`src/rtl/ext_clk_cond.sv`:
```
module ext_clk_cond #(
  parameter int FLT_W = 4
) (
  input  logic             clk,
  input  logic             rst_n,
  input  logic             cnt_en,
  input  logic             ext_mode_en,
  input  logic [2:0]       slave_mode,
  input  logic [2:0]       trig_sel,
  input  logic             ch1_in,
  input  logic             ch2_in,
  input  logic             ch1_fall,
  input  logic             ch2_fall,
  input  logic [FLT_W-1:0] ch1_flt,
  input  logic [FLT_W-1:0] ch2_flt,
  input  logic             etr_in,
  input  logic             etr_inv,
  input  logic [1:0]       etr_psc,
  input  logic [FLT_W-1:0] etr_flt,
  input  logic [1:0]       smp_div,
  output logic             cnt_tick
);
  localparam int NSRC = 3;

  logic [NSRC-1:0] s1, s2;
  logic            etr_p, etr_p_q;
  logic [2:0]      psc_cnt;
  logic            psc_out;
  logic [1:0]      dcnt;
  logic            smp_stb;
  logic [NSRC-1:0] fin, fo, fo_q, rise, fall;
  logic [FLT_W-1:0] fn [NSRC];
  logic [1:0]      ch_edge;
  logic            sel_edge;

  always_ff @(posedge clk or negedge rst_n)
    if (!rst_n) begin
      s1 <= '0;
      s2 <= '0;
    end else begin
      s1 <= {etr_in, ch2_in, ch1_in};
      s2 <= s1;
    end

  assign etr_p = s2[2] ^ etr_inv;

  always_ff @(posedge clk or negedge rst_n)
    if (!rst_n) begin
      etr_p_q <= 1'b0;
      psc_cnt <= '0;
    end else begin
      etr_p_q <= etr_p;
      if (cnt_en && etr_p && !etr_p_q) psc_cnt <= psc_cnt + 3'd1;
    end

  assign psc_out = (etr_psc == 2'd0) ? etr_p : psc_cnt[etr_psc - 2'd1];

  always_ff @(posedge clk or negedge rst_n)
    if (!rst_n) dcnt <= '0;
    else        dcnt <= dcnt + 2'd1;

  assign smp_stb = (smp_div == 2'd0) ? 1'b1 :
                   (smp_div == 2'd1) ? dcnt[0] : &dcnt;

  assign fin   = {psc_out, s2[1], s2[0]};
  assign fn[0] = ch1_flt;
  assign fn[1] = ch2_flt;
  assign fn[2] = etr_flt;

  for (genvar g = 0; g < NSRC; g++) begin : g_flt
    logic [FLT_W-1:0] fc;
    always_ff @(posedge clk or negedge rst_n)
      if (!rst_n) begin
        fo[g] <= 1'b0;
        fc    <= '0;
      end else if (fn[g] == '0) begin
        fo[g] <= fin[g];
        fc    <= '0;
      end else if (smp_stb) begin
        if (fin[g] == fo[g]) fc <= '0;
        else if (fc >= fn[g]) begin
          fo[g] <= fin[g];
          fc    <= '0;
        end else fc <= fc + 1'b1;
      end

    AST_FLT_HOLD: assert property (@(posedge clk) disable iff (!rst_n)
      (fn[g] != '0 && !smp_stb) |=> $stable(fo[g]));
  end

  always_ff @(posedge clk or negedge rst_n)
    if (!rst_n) fo_q <= '0;
    else        fo_q <= fo;

  assign rise    = fo & ~fo_q;
  assign fall    = ~fo & fo_q;
  assign ch_edge = {ch2_fall ? fall[1] : rise[1], ch1_fall ? fall[0] : rise[0]};

  always_comb begin
    sel_edge = 1'b0;
    if (ext_mode_en) sel_edge = rise[2];
    else if (slave_mode == 3'd7) begin
      if (trig_sel == 3'd1)      sel_edge = ch_edge[0];
      else if (trig_sel == 3'd2) sel_edge = ch_edge[1];
    end
  end

  always_ff @(posedge clk or negedge rst_n)
    if (!rst_n) cnt_tick <= 1'b0;
    else        cnt_tick <= cnt_en & sel_edge;

  AST_TICK_SINGLE: assert property (@(posedge clk) disable iff (!rst_n)
    cnt_tick |=> !cnt_tick);
  AST_GATED_OFF: assert property (@(posedge clk) disable iff (!rst_n)
    !cnt_en |=> !cnt_tick);
  AST_NO_SOURCE: assert property (@(posedge clk) disable iff (!rst_n)
    (!ext_mode_en && (slave_mode != 3'd7 || (trig_sel != 3'd1 && trig_sel != 3'd2)))
      |=> !cnt_tick);
  AST_PSC_FROZEN: assert property (@(posedge clk) disable iff (!rst_n)
    !cnt_en |=> $stable(psc_cnt));
endmodule

```
`config.mk`:
```
export PLATFORM = sky130hd
export DESIGN_NAME = ext_clk_cond
export DESIGN_NICKNAME = d
export VERILOG_FILES = /design/src/rtl/ext_clk_cond.sv
export SDC_FILE = /design/constraint.sdc
export NUM_CORES = 1
export LEC_CHECK = 0
export BUFFER_PORTS_ARGS = -buffer_cell sky130_fd_sc_hd__buf_2
export CAP_MARGIN = 20
export CORE_ASPECT_RATIO = 1.25
export CORE_MARGIN = 2
export CORE_UTILIZATION = 45
export CTS_CLUSTER_SIZE = 8
export DETAILED_ROUTE_END_ITERATION = 6
export PLACE_DENSITY = 0.67
export SETUP_SLACK_MARGIN = 0.5
export SLEW_MARGIN = 10
export SYNTH_ARGS = -nofsm -noshare
export SYNTH_HDL_FRONTEND = slang
export SYNTH_SLANG_ARGS = --single-unit
export TNS_END_PERCENT = 10
```
`constraint.sdc`:
```
create_clock -name clk -period 3.2 [get_ports clk]
set_clock_uncertainty 0.2 [all_clocks]
set_input_delay 0.32 -clock clk [delete_from_list [all_inputs] [get_ports clk]]
set_output_delay 0.32 -clock clk [all_outputs]
set_load 0.05 [all_outputs]
```
Yosys cells after proc, flatten, opt, wreduce, memory -nomap -nowiden
Index checks and enable logic that the tools add are counted.

storage, ports and cells
  register bits after elaboration = 31
  input port bits = 32
  output and inout bits = 1
  word-level logic and storage cells = 92

cells by class
  add/subtract/negate cells = 6
  $lt $le $gt $ge = 4
  equality and inequality tests = 10
  multiplexer cells = 35
  bitwise logic cells = 6
  reductions and logical operators = 18

operators with widths
  operator             number
  $mux 4               12
  $mux 1               22
  $add 4x1->4 const B  3
  $ge 4x4->1           3
  $logic_not 4->1      3
  $reduce_bool 2->1    6
  $reduce_and 3->1     3
  $ne 2x2->1 const B   3
  $logic_not 2->1      2
  $add 3x1->3 const B  1
  $and 3x3->3          1
  $eq 1x1->1           3
  $eq 3x1->1 const B   1
  $eq 3x2->1 const B   1
  $eq 3x3->1 const B   1
  $lt 2x3->1 const B   1
  $not 3->3            1
  $add 2x1->2 const B  1
  $and 2x2->2          1
  $bmux 1 s2           1
  $eq 2x1->1 const B   1
  $logic_and 1x1->1    2
  $not 2->2            1
  $reduce_and 2->1     1
  other kinds (4)      4

Depth between registers and ports, before layout
  depth in word-level cells = 8
  gate-level depth with buffers = 7
  mapped depth without buffers = 7

Worst setup path after synthesis
Ideal clock, no wire load.

  path kind = input to register
  from = input port etr_psc[0]
  to = register g_flt[2].fc[1]
  setup time = 0.122 ns
  arrival time = 1.624 ns
  data required time = 2.878 ns
  slack = 1.254 ns
  stages = 7
  path buffers = 0
  cells stage by stage = inv_1 > ha_1 > mux2i_1 > o2111a_1 > a211oi_2 > nor2_1 > a32o_1

on the way
  cells in the longest elaborated chain, start to end = 8
  elaborated cells on any way between the ends = 9
  classes of those cells = 1 x add/sub; 1 x eq/ne; 6 x mux; 1 x reduce/logical

RTL lines
  what                          RTL line  RTL
  start: declaration            18        input logic [1:0] etr_psc,
  $sub 2x1->2                   56        assign psc_out = (etr_psc == 2'd0) ? etr_p : psc_cnt[etr_psc - 2'd1];
  $bmux 1 s2                    56
  $mux 1 (implied by the code)  56
  $mux 1 (*)                    56
  $eq 1x1->1 (*)                80        if (fin[g] == fo[g]) fc <= '0;
  $mux 4 (*)                    80
  $mux 4 (*)                    79        end else if (smp_stb) begin
  $mux 4 (*)                    76        end else if (fn[g] == '0) begin
  end signal: assignment        84        end else fc <= fc + 1'b1;
  end: declaration              71        logic [FLT_W-1:0] fc;

Every way passes the cells marked *; elsewhere a longest branch is shown, timed or not. The select of a mux whose other input is x is not followed.
A chain may end at the register's enable or synchronous reset.

Worst setup path after layout
  from = register g_flt[2].fc[0]
  to = register g_flt[2].fc[2]

on the way
  cells in the longest elaborated chain, start to end = 5
  elaborated cells on any way between the ends = 6
  classes of those cells = 1 x add/sub; 1 x order compare; 4 x mux

RTL lines
  what                                       RTL line  RTL
  $add 4x1->4 or $ge 4x4->1 (tied branches)  84, 81
  $mux 4 (*)                                 81        else if (fc >= fn[g]) begin
  $mux 4 (*)                                 80
  $mux 4 (*)                                 79
  $mux 4 (*)                                 76

Marks and branches as above.

==> out/qor.json <==
{
  "power.switching_mw": 0.421,
  "nets": 254,
  "ys_dominant_reg_cell": "sky130_fd_sc_hd__dfrtp_1",
  "drc": 0,
  "power.leakage_nw": 1.05,
  "power_density_nw_per_um2": 625,
  "final_report_hold_violation_count": 0,
  "slew_violations": 0,
  "worst_setup_path_start_kind": "flop",
  "outcome": "complete, no violations",
  "cp_max_fo": 5,
  "worst_slew_margin_rel_pct": 54.0,
  "gp_congestion": 0.764,
  "multiInputGateArea_sq_um": 932,
  "layout-drive-gt1-share_pct": 25.5,
  "postSynthRegisterBits": 31,
  "routed-via-count": 1341,
  "setup_violations": 0,
  "die_h_microns": 74.5,
  "yosysUniqueCellTypes": 47,
  "fp.dieW_microns": 60.4,
  "irDropWorstVdd_mv": 0.384,
  "drt-initial-drc-count": 31,
  "synthesis.yosys.warnings": 0,
  "final_common_cell": "sky130_fd_sc_hd__buf_2",
  "globalRouteTotalUtil_pct": 17.3,
  "synth.net_count": 212,
  "cts_max_path_buffers": 2,
  "critical_path_arrival_ps": 2090,
  "first_pass_grt_wire_length_microns": 5790,
  "port-buffer-count": 32,
  "fin_crit_ps": 2080,
  "timing.setup.tns_ps": 0,
  "number_of_enable_type_register_cells_in_the_synthesized_netlist": 0,
  "postLayoutCellArea_sq_um": 2150,
  "wl_per_cell_microns": 13.0,
  "finalWirelength_microns": 3350,
  "crit_chain": "inv_1 > ha_1 > nand2b_1 > a211oi_1 > o21ai_0 > o32ai_1 > a22o_1",
  "grt_remaining_overflow": 0,
  "synthesis.area_per_instance_sq_um": 11.0,
  "worst_path_max_delay_cell": "sky130_fd_sc_hd__dfrtp_1",
  "dp_hpwl_microns": 2660,
  "synthToLayoutAreaGrowth_pct": 20.1,
  "timing.final.crit_share_pct": 64.9,
  "cts_made_buffers": 5,
  "crit_path_max_incr_delay_ps": 410,
  "timing.fmax_mhz": 482,
  "most-common-layout-cells": "32 x sky130_fd_sc_hd__buf_2, 31 x sky130_fd_sc_hd__dfrtp_1, 18 x sky130_fd_sc_hd__inv_1, 18 x sky130_fd_sc_hd__ha_1, 8 x sky130_fd_sc_hd__nand2_1",
  "io_pins": 33,
  "cp_top_family": "compound AO/OA/AOI/OAI gates",
  "tritoncts_num_sinks": 31,
  "cts_tree": "yes",
  "core_sq_um": 3780,
  "layout.filler_cells": 353,
  "dpl_cell_area_sq_um": 2000,
  "hold_ws_ps": 111,
  "drv_cap": 0,
  "asyncSetResetFlopFracSynth_pct": 100,
  "worst-endpoint-required_ps": 3210,
  "hold_class": "input pin to flop",
  "criticalPathCategory": "flop to flop",
  "synthesis.area_sq_um": 1790,
  "synth.yosys.seq_area_share_pct": 43.4,
  "cp_num_buf_inv": 1,
  "power_frac_clock_pct": 26.8,
  "worst_slew_pin_slew_ps": 691,
  "first_global_vias": 1426,
  "power.share.switching_pct": 31.4,
  "largest_net_degree_at_the_start_of_global_routing": 32,
  "detailedRoute.firstPassIterationCount": 4,
  "sequential_cell_area_sq_um": 776,
  "initial_core_util_pct": 47.2,
  "fp.dieArea_sq_um": 4490,
  "sequentialPowerShare_pct": 44.2,
  "num_rows": 25,
  "antenna_found_initial": 0,
  "internal_power_mw": 0.920,
  "detail_route.vias_per_cell": 5.20,
  "clockRootBuffer": "sky130_fd_sc_hd__clkbuf_8",
  "setup_repair_after_global_routing_missed_its_margin": "no",
  "clk_pin_slew_worst_paths_ps": 70,
  "share_comb_of_total_power_pct": 29.0,
  "cts_htree_levels": 2,
  "overall_power_after_layout_mw": 1.34,
  "postSynthCellCount": 162,
  "post_cts_resized": 0,
  "critPathCaptureType": "flop",
  "worstSkewPairLatency_ps": 280,
  "antenna_violating_nets_post_route": 0,
  "antenna_cells_inserted": 0
}
## routing by layer
metal | global-route usage, % | vias up | part of all wire [%]
li1 | - | 667 | -
met2 | 33.1 | 27 | 56
met5 | 0 | - | 0
met1 | 17.6 | 645 | 40
met4 | 6.42 | 0 | 0.66
met3 | 4.52 | 2 | 3.5
## synthesized netlist by cell type (all sizes together), types with 2 or more instances
library cell / n / area, sq um
mux2i: 2 / 20.0
nor3: 3 / 15.0
o21ai: 6 / 30.0
ha: 18 / 225
inv: 18 / 67.6
nand2: 9 / 36.3
a211oi: 2 / 20.0
nor2: 5 / 21.3
a21oi: 10 / 68.8
nand3b: 4 / 30.0
mux2: 4 / 45.0
nor2b: 3 / 26.3
xnor2: 5 / 43.8
nand3: 3 / 15.0
a22o: 5 / 43.8
nor3b: 2 / 15.0
a21o: 2 / 15.0
dfrtp: 31 / 776
o22ai: 3 / 18.8
nor4: 3 / 55.1
o211ai: 2 / 15.0
nand2b: 6 / 37.5
## flip-flops by register name (all words and copies together) (netlist names)
signal,cells
g_flt.fc,12
fo,3
fo_q,3
psc_cnt,3
s1,3
s2,3
dcnt,2
cnt_tick,1
etr_p_q,1
## path summary, 6_finish.rpt
| path | start | end | slack (ps) | cells after the start |
|---|---|---|---|---|
| max in group asynchronous | rst_n | g_flt[1].fc[3]$_DFFE_PN0P_ | 1930 | 2 |
| setup reg to reg | g_flt[2].fc[0]$_DFFE_PN0P_ | g_flt[2].fc[2]$_DFFE_PN0P_ | 1120 | 7 |
| min in group asynchronous | rst_n | psc_cnt[2]$_DFFE_PN0P_ | 420 | 2 |
| hold / removal | cnt_en | cnt_tick$_DFF_PN0_ | 110 | 2 |
| setup / recovery | g_flt[2].fc[0]$_DFFE_PN0P_ | g_flt[2].fc[2]$_DFFE_PN0P_ | 1120 | 7 |
| hold reg to reg | s1[2]$_DFF_PN0_ | s2[2]$_DFF_PN0_ | 160 | 0 |
## area by class of cell
cell class              instances  area share [%]
clock inverters                 1            1.40
flip-flops and latches         31            36.2
well taps                      54            3.15
repair buffers                 36            9.33
multi-input cells             112            43.4
clock buffers                   6            3.38
inverters                      18            3.15
## worst reg2reg max path: cells and delay by family (launching register included)
family / cells / cell delay (ps)
adder cells (fa/ha/maj): 1 / 260
buffers and inverters: 1 / 60
flip-flops: 1 / 410
AO/OA/AOI/OAI: 4 / 950
AND/OR/NAND/NOR: 1 / 140
## timing repair
action | 4_1_cts | 5_1_grt
setup buffers | 0 | 0
hold endpoints to repair | 34 | 0
hold buffers | 4 | 0
## power groups by stage
stage	registers [mW]	logic [mW]	clock network, mW
6_report	0.592	0.389	0.360
5_1_grt	0.610	0.444	0.384
4_1_cts	0.594	0.394	0.370
3_5_place_dp	0.601	0.387	0
3_3_place_gp	0.596	0.364	0
2_1_floorplan	0.579	0.291	0
## cell families (layout without fill, tap and decap cells)
| group | count (synthesis) | count (layout) | synth area share (%) |
|---|---|---|---|
| compound gates | 38 | 38 | 15.9 |
| xor+xnor | 6 | 6 | 2.94 |
| fa+ha+maj | 18 | 18 | 12.6 |
| buf+inv | 19 | 61 | 4.41 |
| flops | 31 | 31 | 43.4 |
| mux | 6 | 6 | 3.64 |
| simple gates | 44 | 44 | 17.1 |
## through the flow
| stage | instances | utilization, % | setup WS (ps) |
|---|---|---|---|
| floorplan | 162 | - | 1250 |
| global placement | 247 | 52.9 | 1080 |
| detailed placement | 247 | 52.9 | 951 |
| CTS | 258 | 56.7 | 1130 |
| global route | 258 | 56.7 | 932 |
| finish | 258 | 56.7 | 1120 |
No activity file was read; power rests on OpenSTA's default activity.
